**src/rtl/pwm8_pkg.sv**
```systemverilog
package pwm8_pkg;
  typedef enum logic [1:0] {
    SEL_ACT  = 2'd0,
    SEL_SHD  = 2'd1,
    SEL_CTRL = 2'd2,
    SEL_FLAG = 2'd3
  } reg_sel_e;

  localparam int CTRL_MATEN_BIT = 0;
  localparam int FLAG_MATCH_BIT = 0;
  localparam int FLAG_OVF_BIT   = 1;
endpackage

```
**src/rtl/pwm8_timebase.sv**
```systemverilog
module pwm8_timebase #(
  parameter int W = 8
) (
  input  logic         clk,
  input  logic         rst_n,
  input  logic         tick_en,
  output logic [W-1:0] cnt_q,
  output logic [W-1:0] cnt_nxt,
  output logic         wrap
);
  localparam logic [W-1:0] TOP = '1;

  assign cnt_nxt = cnt_q + 1'b1;
  assign wrap    = tick_en && (cnt_q == TOP);

  always_ff @(posedge clk) begin
    if (!rst_n)       cnt_q <= '0;
    else if (tick_en) cnt_q <= cnt_nxt;
  end
endmodule

```
**src/rtl/pwm8_regs.sv**
```systemverilog
module pwm8_regs
  import pwm8_pkg::*;
#(
  parameter int W = 8
) (
  input  logic         clk,
  input  logic         rst_n,
  input  logic         wr_en,
  input  logic [1:0]   wr_sel,
  input  logic [W-1:0] wr_data,
  input  logic         wrap,
  output logic [W-1:0] act_q,
  output logic [W-1:0] shd_q,
  output logic         en_q,
  output logic         mat_en_q,
  output logic         clr_match,
  output logic         clr_ovf
);
  reg_sel_e sel;
  logic     wr_act, wr_shd, wr_ctrl, wr_flag;

  assign sel     = reg_sel_e'(wr_sel);
  assign wr_act  = wr_en && (sel == SEL_ACT);
  assign wr_shd  = wr_en && (sel == SEL_SHD);
  assign wr_ctrl = wr_en && (sel == SEL_CTRL);
  assign wr_flag = wr_en && (sel == SEL_FLAG);

  assign clr_match = wr_flag && wr_data[FLAG_MATCH_BIT];
  assign clr_ovf   = wr_flag && wr_data[FLAG_OVF_BIT];

  // Working byte: a bus write beats the rollover reload
  always_ff @(posedge clk) begin
    if (!rst_n)      act_q <= '0;
    else if (wr_act) act_q <= wr_data;
    else if (wrap)   act_q <= shd_q;
  end

  always_ff @(posedge clk) begin
    if (!rst_n)      shd_q <= '0;
    else if (wr_shd) shd_q <= wr_data;
  end

  // Write-order enable: working byte off, staging byte on
  always_ff @(posedge clk) begin
    if (!rst_n)      en_q <= 1'b0;
    else if (wr_act) en_q <= 1'b0;
    else if (wr_shd) en_q <= 1'b1;
  end

  always_ff @(posedge clk) begin
    if (!rst_n)       mat_en_q <= 1'b0;
    else if (wr_ctrl) mat_en_q <= wr_data[CTRL_MATEN_BIT];
  end
endmodule

```
**src/rtl/pwm8_outstage.sv**
```systemverilog
module pwm8_outstage #(
  parameter int W = 8
) (
  input  logic         clk,
  input  logic         rst_n,
  input  logic         tick_en,
  input  logic         wrap,
  input  logic [W-1:0] cnt_nxt,
  input  logic [W-1:0] act_q,
  input  logic [W-1:0] shd_q,
  input  logic         en_q,
  input  logic         mat_en_q,
  input  logic         clr_match,
  input  logic         clr_ovf,
  output logic         pwm_out,
  output logic         match_flag,
  output logic         ovf_flag
);
  localparam int NFLAG = 2;

  logic [W-1:0]     act_eff;
  logic             hit;
  logic             pwm_q;
  logic [NFLAG-1:0] fl_set, fl_clr, fl_q;

  // The value compared is the one in force after this tick's reload
  assign act_eff = wrap ? shd_q : act_q;
  assign hit     = tick_en && en_q && (cnt_nxt == act_eff);

  always_ff @(posedge clk) begin
    if (!rst_n)     pwm_q <= 1'b0;
    else if (!en_q) pwm_q <= 1'b0;
    else if (hit)   pwm_q <= 1'b1;   // set beats rollover clear
    else if (wrap)  pwm_q <= 1'b0;
  end

  assign pwm_out = pwm_q && en_q;

  assign fl_set = {wrap, hit && mat_en_q};
  assign fl_clr = {clr_ovf, clr_match};

  for (genvar g = 0; g < NFLAG; g++) begin : g_flag
    always_ff @(posedge clk) begin
      if (!rst_n)         fl_q[g] <= 1'b0;
      else if (fl_set[g]) fl_q[g] <= 1'b1;
      else if (fl_clr[g]) fl_q[g] <= 1'b0;
    end
  end

  assign match_flag = fl_q[0];
  assign ovf_flag   = fl_q[1];
endmodule

```
**src/rtl/pwm8_chan.sv**
```systemverilog
module pwm8_chan #(
  parameter int W = 8
) (
  input  logic         clk,
  input  logic         rst_n,
  input  logic         tick_en,
  input  logic         wr_en,
  input  logic [1:0]   wr_sel,
  input  logic [W-1:0] wr_data,
  output logic         pwm_out,
  output logic [W-1:0] cnt_out,
  output logic [W-1:0] act_cmp,
  output logic [W-1:0] shd_cmp,
  output logic         chan_en,
  output logic         match_flag,
  output logic         ovf_flag
);
  logic [W-1:0] cnt_nxt;
  logic         wrap;
  logic         mat_en_q, clr_match, clr_ovf;

  pwm8_timebase #(.W(W)) u_tb (
    .clk     (clk),
    .rst_n   (rst_n),
    .tick_en (tick_en),
    .cnt_q   (cnt_out),
    .cnt_nxt (cnt_nxt),
    .wrap    (wrap)
  );

  pwm8_regs #(.W(W)) u_regs (
    .clk       (clk),
    .rst_n     (rst_n),
    .wr_en     (wr_en),
    .wr_sel    (wr_sel),
    .wr_data   (wr_data),
    .wrap      (wrap),
    .act_q     (act_cmp),
    .shd_q     (shd_cmp),
    .en_q      (chan_en),
    .mat_en_q  (mat_en_q),
    .clr_match (clr_match),
    .clr_ovf   (clr_ovf)
  );

  pwm8_outstage #(.W(W)) u_out (
    .clk        (clk),
    .rst_n      (rst_n),
    .tick_en    (tick_en),
    .wrap       (wrap),
    .cnt_nxt    (cnt_nxt),
    .act_q      (act_cmp),
    .shd_q      (shd_cmp),
    .en_q       (chan_en),
    .mat_en_q   (mat_en_q),
    .clr_match  (clr_match),
    .clr_ovf    (clr_ovf),
    .pwm_out    (pwm_out),
    .match_flag (match_flag),
    .ovf_flag   (ovf_flag)
  );
endmodule

```
**config.mk**
```make
export PLATFORM = sky130hd
export DESIGN_NAME = pwm8_chan
export DESIGN_NICKNAME = d
export VERILOG_FILES = /design/src/rtl/pwm8_pkg.sv /design/src/rtl/pwm8_timebase.sv /design/src/rtl/pwm8_regs.sv /design/src/rtl/pwm8_outstage.sv /design/src/rtl/pwm8_chan.sv
export SDC_FILE = /design/constraint.sdc
export NUM_CORES = 1
export LEC_CHECK = 0
export BUFFER_PORTS_ARGS = -buffer_cell sky130_fd_sc_hd__buf_2
export CELL_PAD_IN_SITES_DETAIL_PLACEMENT = 1
export CELL_PAD_IN_SITES_GLOBAL_PLACEMENT = 1
export CORE_MARGIN = 2
export CORE_UTILIZATION = 38
export CTS_CLUSTER_DIAMETER = 200
export DETAILED_ROUTE_END_ITERATION = 12
export HOLD_SLACK_MARGIN = 0.15
export PLACE_DENSITY = 0.83
export SLEW_MARGIN = 30
export SYNTH_ARGS = -nofsm -noshare
export SYNTH_HDL_FRONTEND = slang
export SYNTH_SLANG_ARGS = --single-unit
```
**constraint.sdc**
```tcl
create_clock -name clk -period 2.45 [get_ports clk]
set_clock_uncertainty 0.1 [all_clocks]
set_input_delay 0 -clock clk [delete_from_list [all_inputs] [get_ports clk]]
set_output_delay 0 -clock clk [all_outputs]
set_load 0.02 [all_outputs]
```
Word level (Yosys, flattened, before mapping)
Cells that the tools add are included.
{"block": "totals", "output_inout_bits": 28, "register_bits": 29, "input_bits": 14, "wordCells": 40}
{"block": "op_classes", "n_eq_ne": 5, "reduce_logical": 17, "bitwise": 1, "n_addsub": 1, "mux": 8}
{"op": "$mux W8", "count": 2}
{"op": "$logic_and A1 B1 Y1", "count": 11}
{"op": "$add A8 B1 Y8 const B", "count": 1}
{"op": "$eq A8 B8 Y1", "count": 1}
{"op": "$eq A8 B8 Y1 const B", "count": 1}
{"op": "$mux W1", "count": 6}
{"op": "$reduce_bool A2 Y1", "count": 3}
{"op": "$eq A2 B2 Y1 const B", "count": 2}
{"op": "$eq A2 B1 Y1 const B", "count": 1}
{"op": "$logic_not A2 Y1", "count": 1}
{"op": "$reduce_and A2 Y1", "count": 1}
{"op": "$reduce_or A2 Y1", "count": 1}
{"op": "$not A1 Y1", "count": 1}

Depth between registers and ports, before layout
{"block": "depth", "ltp_word": 7, "mapped_depth": 9, "ltp_nobuf": 7}

Cells and area by module
Synthesis repeated with hierarchy kept, for this count alone.
{"block": "unflattened", "hier_cells": 168, "area_unflattened_um2": 1501.4}
{"module": "pwm8_regs", "cells_each": 83, "instances": 1, "seq_area_each_um2": 360.3, "area_per_inst_um2": 743.2}
{"module": "pwm8_timebase", "cells_each": 53, "instances": 1, "seq_area_each_um2": 160.2, "area_per_inst_um2": 460.4}
{"module": "pwm8_outstage", "cells_each": 32, "instances": 1, "seq_area_each_um2": 60.1, "area_per_inst_um2": 297.8}

Worst setup path after synthesis
Ideal clock, no wire load.
{"block": "synth_timing", "path_kind": "flip-flop to flip-flop", "startpoint": "register u_tb.cnt_q[0]", "endpoint": "register u_out.fl_q[0] (netlist: u_out.match_flag)", "synth_period_minus_slack_ns": 2.246, "setup_ns": 0.084, "path_slack_ns": 0.204, "n_path_buf": 2, "stages_incl_launch_ff": 10, "t_required_ns": 2.266, "arrival_time_ns": 2.062, "cell_sequence": "dfxtp_1 ha_1 buf_6 and4_4 and2_4 buf_12 mux2i_1 xnor2_1 nand4_1 o31ai_2"}
{"block": "synth_between", "elab_chain_len": 7, "elab_cells_between_ends": 9, "classes_between": "add/sub: 1; eq/ne: 2; mux: 2; reduce/logical: 4"}
{"element": "start, declared", "line": "pwm8_timebase.sv:7", "source": "output logic [W-1:0] cnt_q,"}
{"element": "start signal, assigned", "line": "pwm8_timebase.sv:18", "source": "else if (tick_en) cnt_q <= cnt_nxt;"}
{"element": "branches (longest 3 deep; another with $add A8 B1 Y8)"}
{"element": "$eq A8 B8 Y1 *", "line": "pwm8_outstage.sv:28", "source": "assign hit = tick_en && en_q && (cnt_nxt == act_eff);"}
{"element": "$logic_and A1 B1 Y1 *", "line": "pwm8_outstage.sv:28"}
{"element": "$logic_and A1 B1 Y1 *", "line": "pwm8_outstage.sv:39", "source": "assign fl_set = {wrap, hit && mat_en_q};"}
{"element": "$mux W1 / $reduce_bool A2 Y1 (equally long branches)"}
{"element": "end signal, assigned by index", "line": "pwm8_outstage.sv:44", "source": "if (!rst_n) fl_q[g] <= 1'b0;"}
{"element": "end signal, assigned by index", "line": "pwm8_outstage.sv:45", "source": "else if (fl_set[g]) fl_q[g] <= 1'b1;"}
{"element": "end signal, assigned by index", "line": "pwm8_outstage.sv:46", "source": "else if (fl_clr[g]) fl_q[g] <= 1'b0;"}
{"element": "end, declared", "line": "pwm8_outstage.sv:24", "source": "logic [NFLAG-1:0] fl_set, fl_clr, fl_q;"}
Mark *: on every way between the ends.
A chain may end at the register's enable or synchronous reset.

Worst setup path in the final report
{"block": "layout_timing", "startpoint": "input wr_en", "endpoint": "register u_regs.shd_q[5]"}
{"block": "layout_between", "elab_chain_len": 1}
{"element": "start, declared", "line": "pwm8_chan.sv:7", "source": "input logic wr_en,"}
{"element": "$logic_and A1 B1 Y1", "line": "pwm8_regs.sv:24", "source": "assign wr_shd = wr_en && (sel == SEL_SHD);"}
{"element": "end signal, assigned", "line": "pwm8_regs.sv:40", "source": "else if (wr_shd) shd_q <= wr_data;"}
{"element": "end, declared", "line": "pwm8_regs.sv:13", "source": "output logic [W-1:0] shd_q,"}
No other way between the ends.

==> flow_summary.ini <==
[global_routing]
grt_pass1_wl_um = 7665
grt_pass1_vias = 1525
grt-busiest-layer = met2
antenna_found_initial = 0
grt_overflow = 0
gr-usage-met1_pct = 26.22
grt_use_total_pct = 20.18
use_met3_pct = 6.140
globalRouteMet2Util_pct = 32.16
grt_max_degree = 31

[clock_network]
htreeDepth = 2
postCtsSetupBuffers = 0
cts_root_buffer = clkbuf_8
clkSinkCount = 29
cts_buffer_depth = 2
cts_tree = yes
numCtsBuffers = 5
path_clk_slew_ns = 0.07
insertion_delay_ns = 0.28

[worst_setup_path]
critPathLaunchType = primary input
cp_data_arrival_time_ns = 2.44
r2r_start = u_tb.cnt_q[1]
path_common_cell = dlygate4sd3_1
worstPathMaxFanout = 5
crit_type = primary input to register
r2r_cells = 7
slowest_delay_ns = 0.57
end_kind = register
r2r-end = u_out.match_flag
path_cells = dlygate4sd3_1 -> buf_2 -> nand2_1 -> nor2_1 -> nand2_1 -> dlygate4sd3_1 -> a21boi_0 -> dlygate4sd3_1
r2r_setup_slack_ns = 0.24
cpMaxStageDelayCell = dlygate4sd3_1
required_ns = 2.58

[yosys]
synthCells = 184
synth_edf_count = 0
ys_async_sr_fraction_pct = 0
yosysTopAreaCell = dfxtp_1
ys_seq_area_share_pct = 36.14
avgSynthCellArea_um2 = 8.731
synth_commonest_cells = nand2_1, dfxtp_1, mux2i_1, xnor2_1, nand3_1
synth_area_um2 = 1607
synth-main-ff-cell = dfxtp_1
yosysWarnings = 0
yosysMostFrequentCell = nand2_1
yosysTopAreaCellShare_pct = 36.14
yosysUniqueCellTypes = 38
yosys_register_bits = 29
synth_area_leaders = dfxtp_1, nand2_1, mux2i_1, xnor2_1, o211a_1
synth_nets = 199

[placed_design]
io_buffers = 41
hpwl_um = 3104
place_congestion = 0.7981

[timing]
period_share_pct = 94.18
holdWs_ns = 0.3953
setup_tns_ns = 0
relSlewSlack_pct = 66.30
drv_slew = 0
final_hold_viol_count = 0
fmax_mhz = 433.4
period_minus_slack_ns = 2.307
worstMarginPinSlew_ns = 0.5055
setup_viol_count_final = 0
rsz0062_at_grt = no

[power_and_ir_drop]
power.share.clock_pct = 42.3
p_int_w = 0.0008536
p_leak_nw = 0.9422
seqPwrFrac_pct = 44.3
combPwrFrac_pct = 13.4
p_per_area_nw_per_um2 = 554.3
peakVddDrop_v = 0.0003188
switching_share_pct = 25.55
p_sw_w = 0.0002929

[detailed_routing]
firstDrtPassIters = 4
drtIter0Drc = 50
drc = 0
viasPerCell = 5.282
ant_nets = 0
wl_um = 4446
wl_per_cell_um = 15.49
num_vias = 1516

[worst_hold_path]
holdPathEnd = u_out.match_flag
min_path_cells = 2
min_from = u_out.match_flag
hold_class = register to register

[layout]
finish.utilization_pct = 51.34
antenna_cells = 0
drive_gt1_share_pct = 24.89
finalNetCount = 252
area_growth_pct = 28.74

[floorplan]
rows = 23
die_h_um = 69.02
coreArea_um2 = 4029
fp.dieW_um = 69.02
initial_core_util_pct = 39.88
die_area_um2 = 4764
io_pins = 42

[outcome]
outcome = completed

[run]
drv_cap = 0
power groups by stage:
stage	Sequential [W]	Clock (W)	Combinational (W)
finish	0.000508	0.000485	0.000154
global route	0.000511	0.000517	0.000170
CTS	0.000507	0.000498	0.000153
detailed placement	0.000518	0	0.000134
global placement	0.000516	0	0.000130
floorplan	0.000531	0	0.0000702
flip-flops by register name, indices dropped and copies added (netlist names):
| register | cells |
|---|---|
| u_regs.shd_q | 8 |
| u_regs.en_q | 1 |
| u_out.pwm_q | 1 |
| u_regs.act_q | 8 |
| u_tb.cnt_q | 8 |
| u_out.match_flag | 1 |
| u_regs.mat_en_q | 1 |
| u_out.ovf_flag | 1 |
per-layer routing:
metal  wire [um]  part of all wire [%]  up-vias
met4          58                   1.3        0
met1        2122                    48      722
met2        2023                    46       44
met5           0                     0        -
met3         243                   5.5        8
li1            -                     -      742
through the flow:
| step | cell area (um2) | power [W] | setup slack, ns | instances |
|---|---|---|---|---|
| 2_1_floorplan | 1607 | 0.0006011 | 0.2037 | 184 |
| 3_3_place_gp | 1793 | 0.0006466 | 0.3210 | 263 |
| 3_5_place_dp | 1793 | 0.0006516 | 0.1937 | 263 |
| 4_1_cts | 2067 | 0.001159 | 0.1587 | 287 |
| 5_1_grt | 2068 | 0.001198 | 0.01513 | 287 |
| 6_report | 2068 | 0.001147 | 0.1426 | 287 |
worst max-delay path by stage:
stage / depth (start not counted) / start / endpoint
2_1_floorplan: 9 / u_tb.cnt_q[0] / u_out.match_flag
3_5_place_dp: 7 / u_tb.cnt_q[0] / u_out.match_flag
3_3_place_gp: 7 / u_tb.cnt_q[0] / u_out.match_flag
6_report: 8 / wr_en / u_regs.shd_q[5]
5_1_grt: 8 / wr_en / u_regs.shd_q[5]
4_1_cts: 7 / u_tb.cnt_q[0] / u_out.match_flag
critical path, delay by kind of cell:
family	cells	cell delay, ns
AO/OA/AOI/OAI	1	0.17
buffers and inverters	4	1.81
AND/OR/NAND/NOR	3	0.46
area by class of cell:
| class | instances | area, um2 |
|---|---|---|
| Timing Repair Buffer | 59 | 382.9 |
| Clock inverter | 2 | 35.03 |
| Multi-Input combinational cell | 140 | 929.6 |
| Fill cell | 494 | 1961 |
| Sequential cell | 29 | 581.8 |
| Tap cell | 50 | 62.56 |
| Inverter | 2 | 7.507 |
| Clock buffer | 5 | 68.82 |
repair_timing:
action                                 CTS  global route
hold buffers                            17             0
endpoints found under the hold margin   29             0
setup endpoints to repair                0             1
resized for setup                        0             1
kinds of logic (layout without fill, tap and decap cells):
logic type               after synthesis  count (layout)  synth area share, %
AO/OA/AOI/OAI                         32              32                15.50
XOR/XNOR                              15              15                8.177
adder cells (fa/ha/maj)                1               1               0.7787
buffers and inverters                 15              68                5.997
flip-flops                            29              29                36.14
multiplexers                          12              12                8.256
AND/OR/NAND/NOR                       80              80                25.16
placed cells by master (no fill, tap or decap), types with 2 or more instances in the layout:
cell type,Yosys,final
o211a_1,9,9
or2_2,2,2
or3_1,2,2
and2_1,8,8
dfxtp_1,29,28
a31oi_1,2,2
a21oi_1,5,5
nand4_1,6,6
a21boi_0,8,8
xnor2_1,11,11
clkbuf_8,0,5
inv_1,2,2
mux2i_1,11,11
buf_2,1,41
and4_4,2,2
nor2_1,5,5
nor2b_1,4,4
dlygate4sd3_1,0,17
o21ai_0,2,2
nand2_1,35,35
xor2_1,4,4
nand3_1,10,10
No activity file was read; power rests on OpenSTA's default activity.
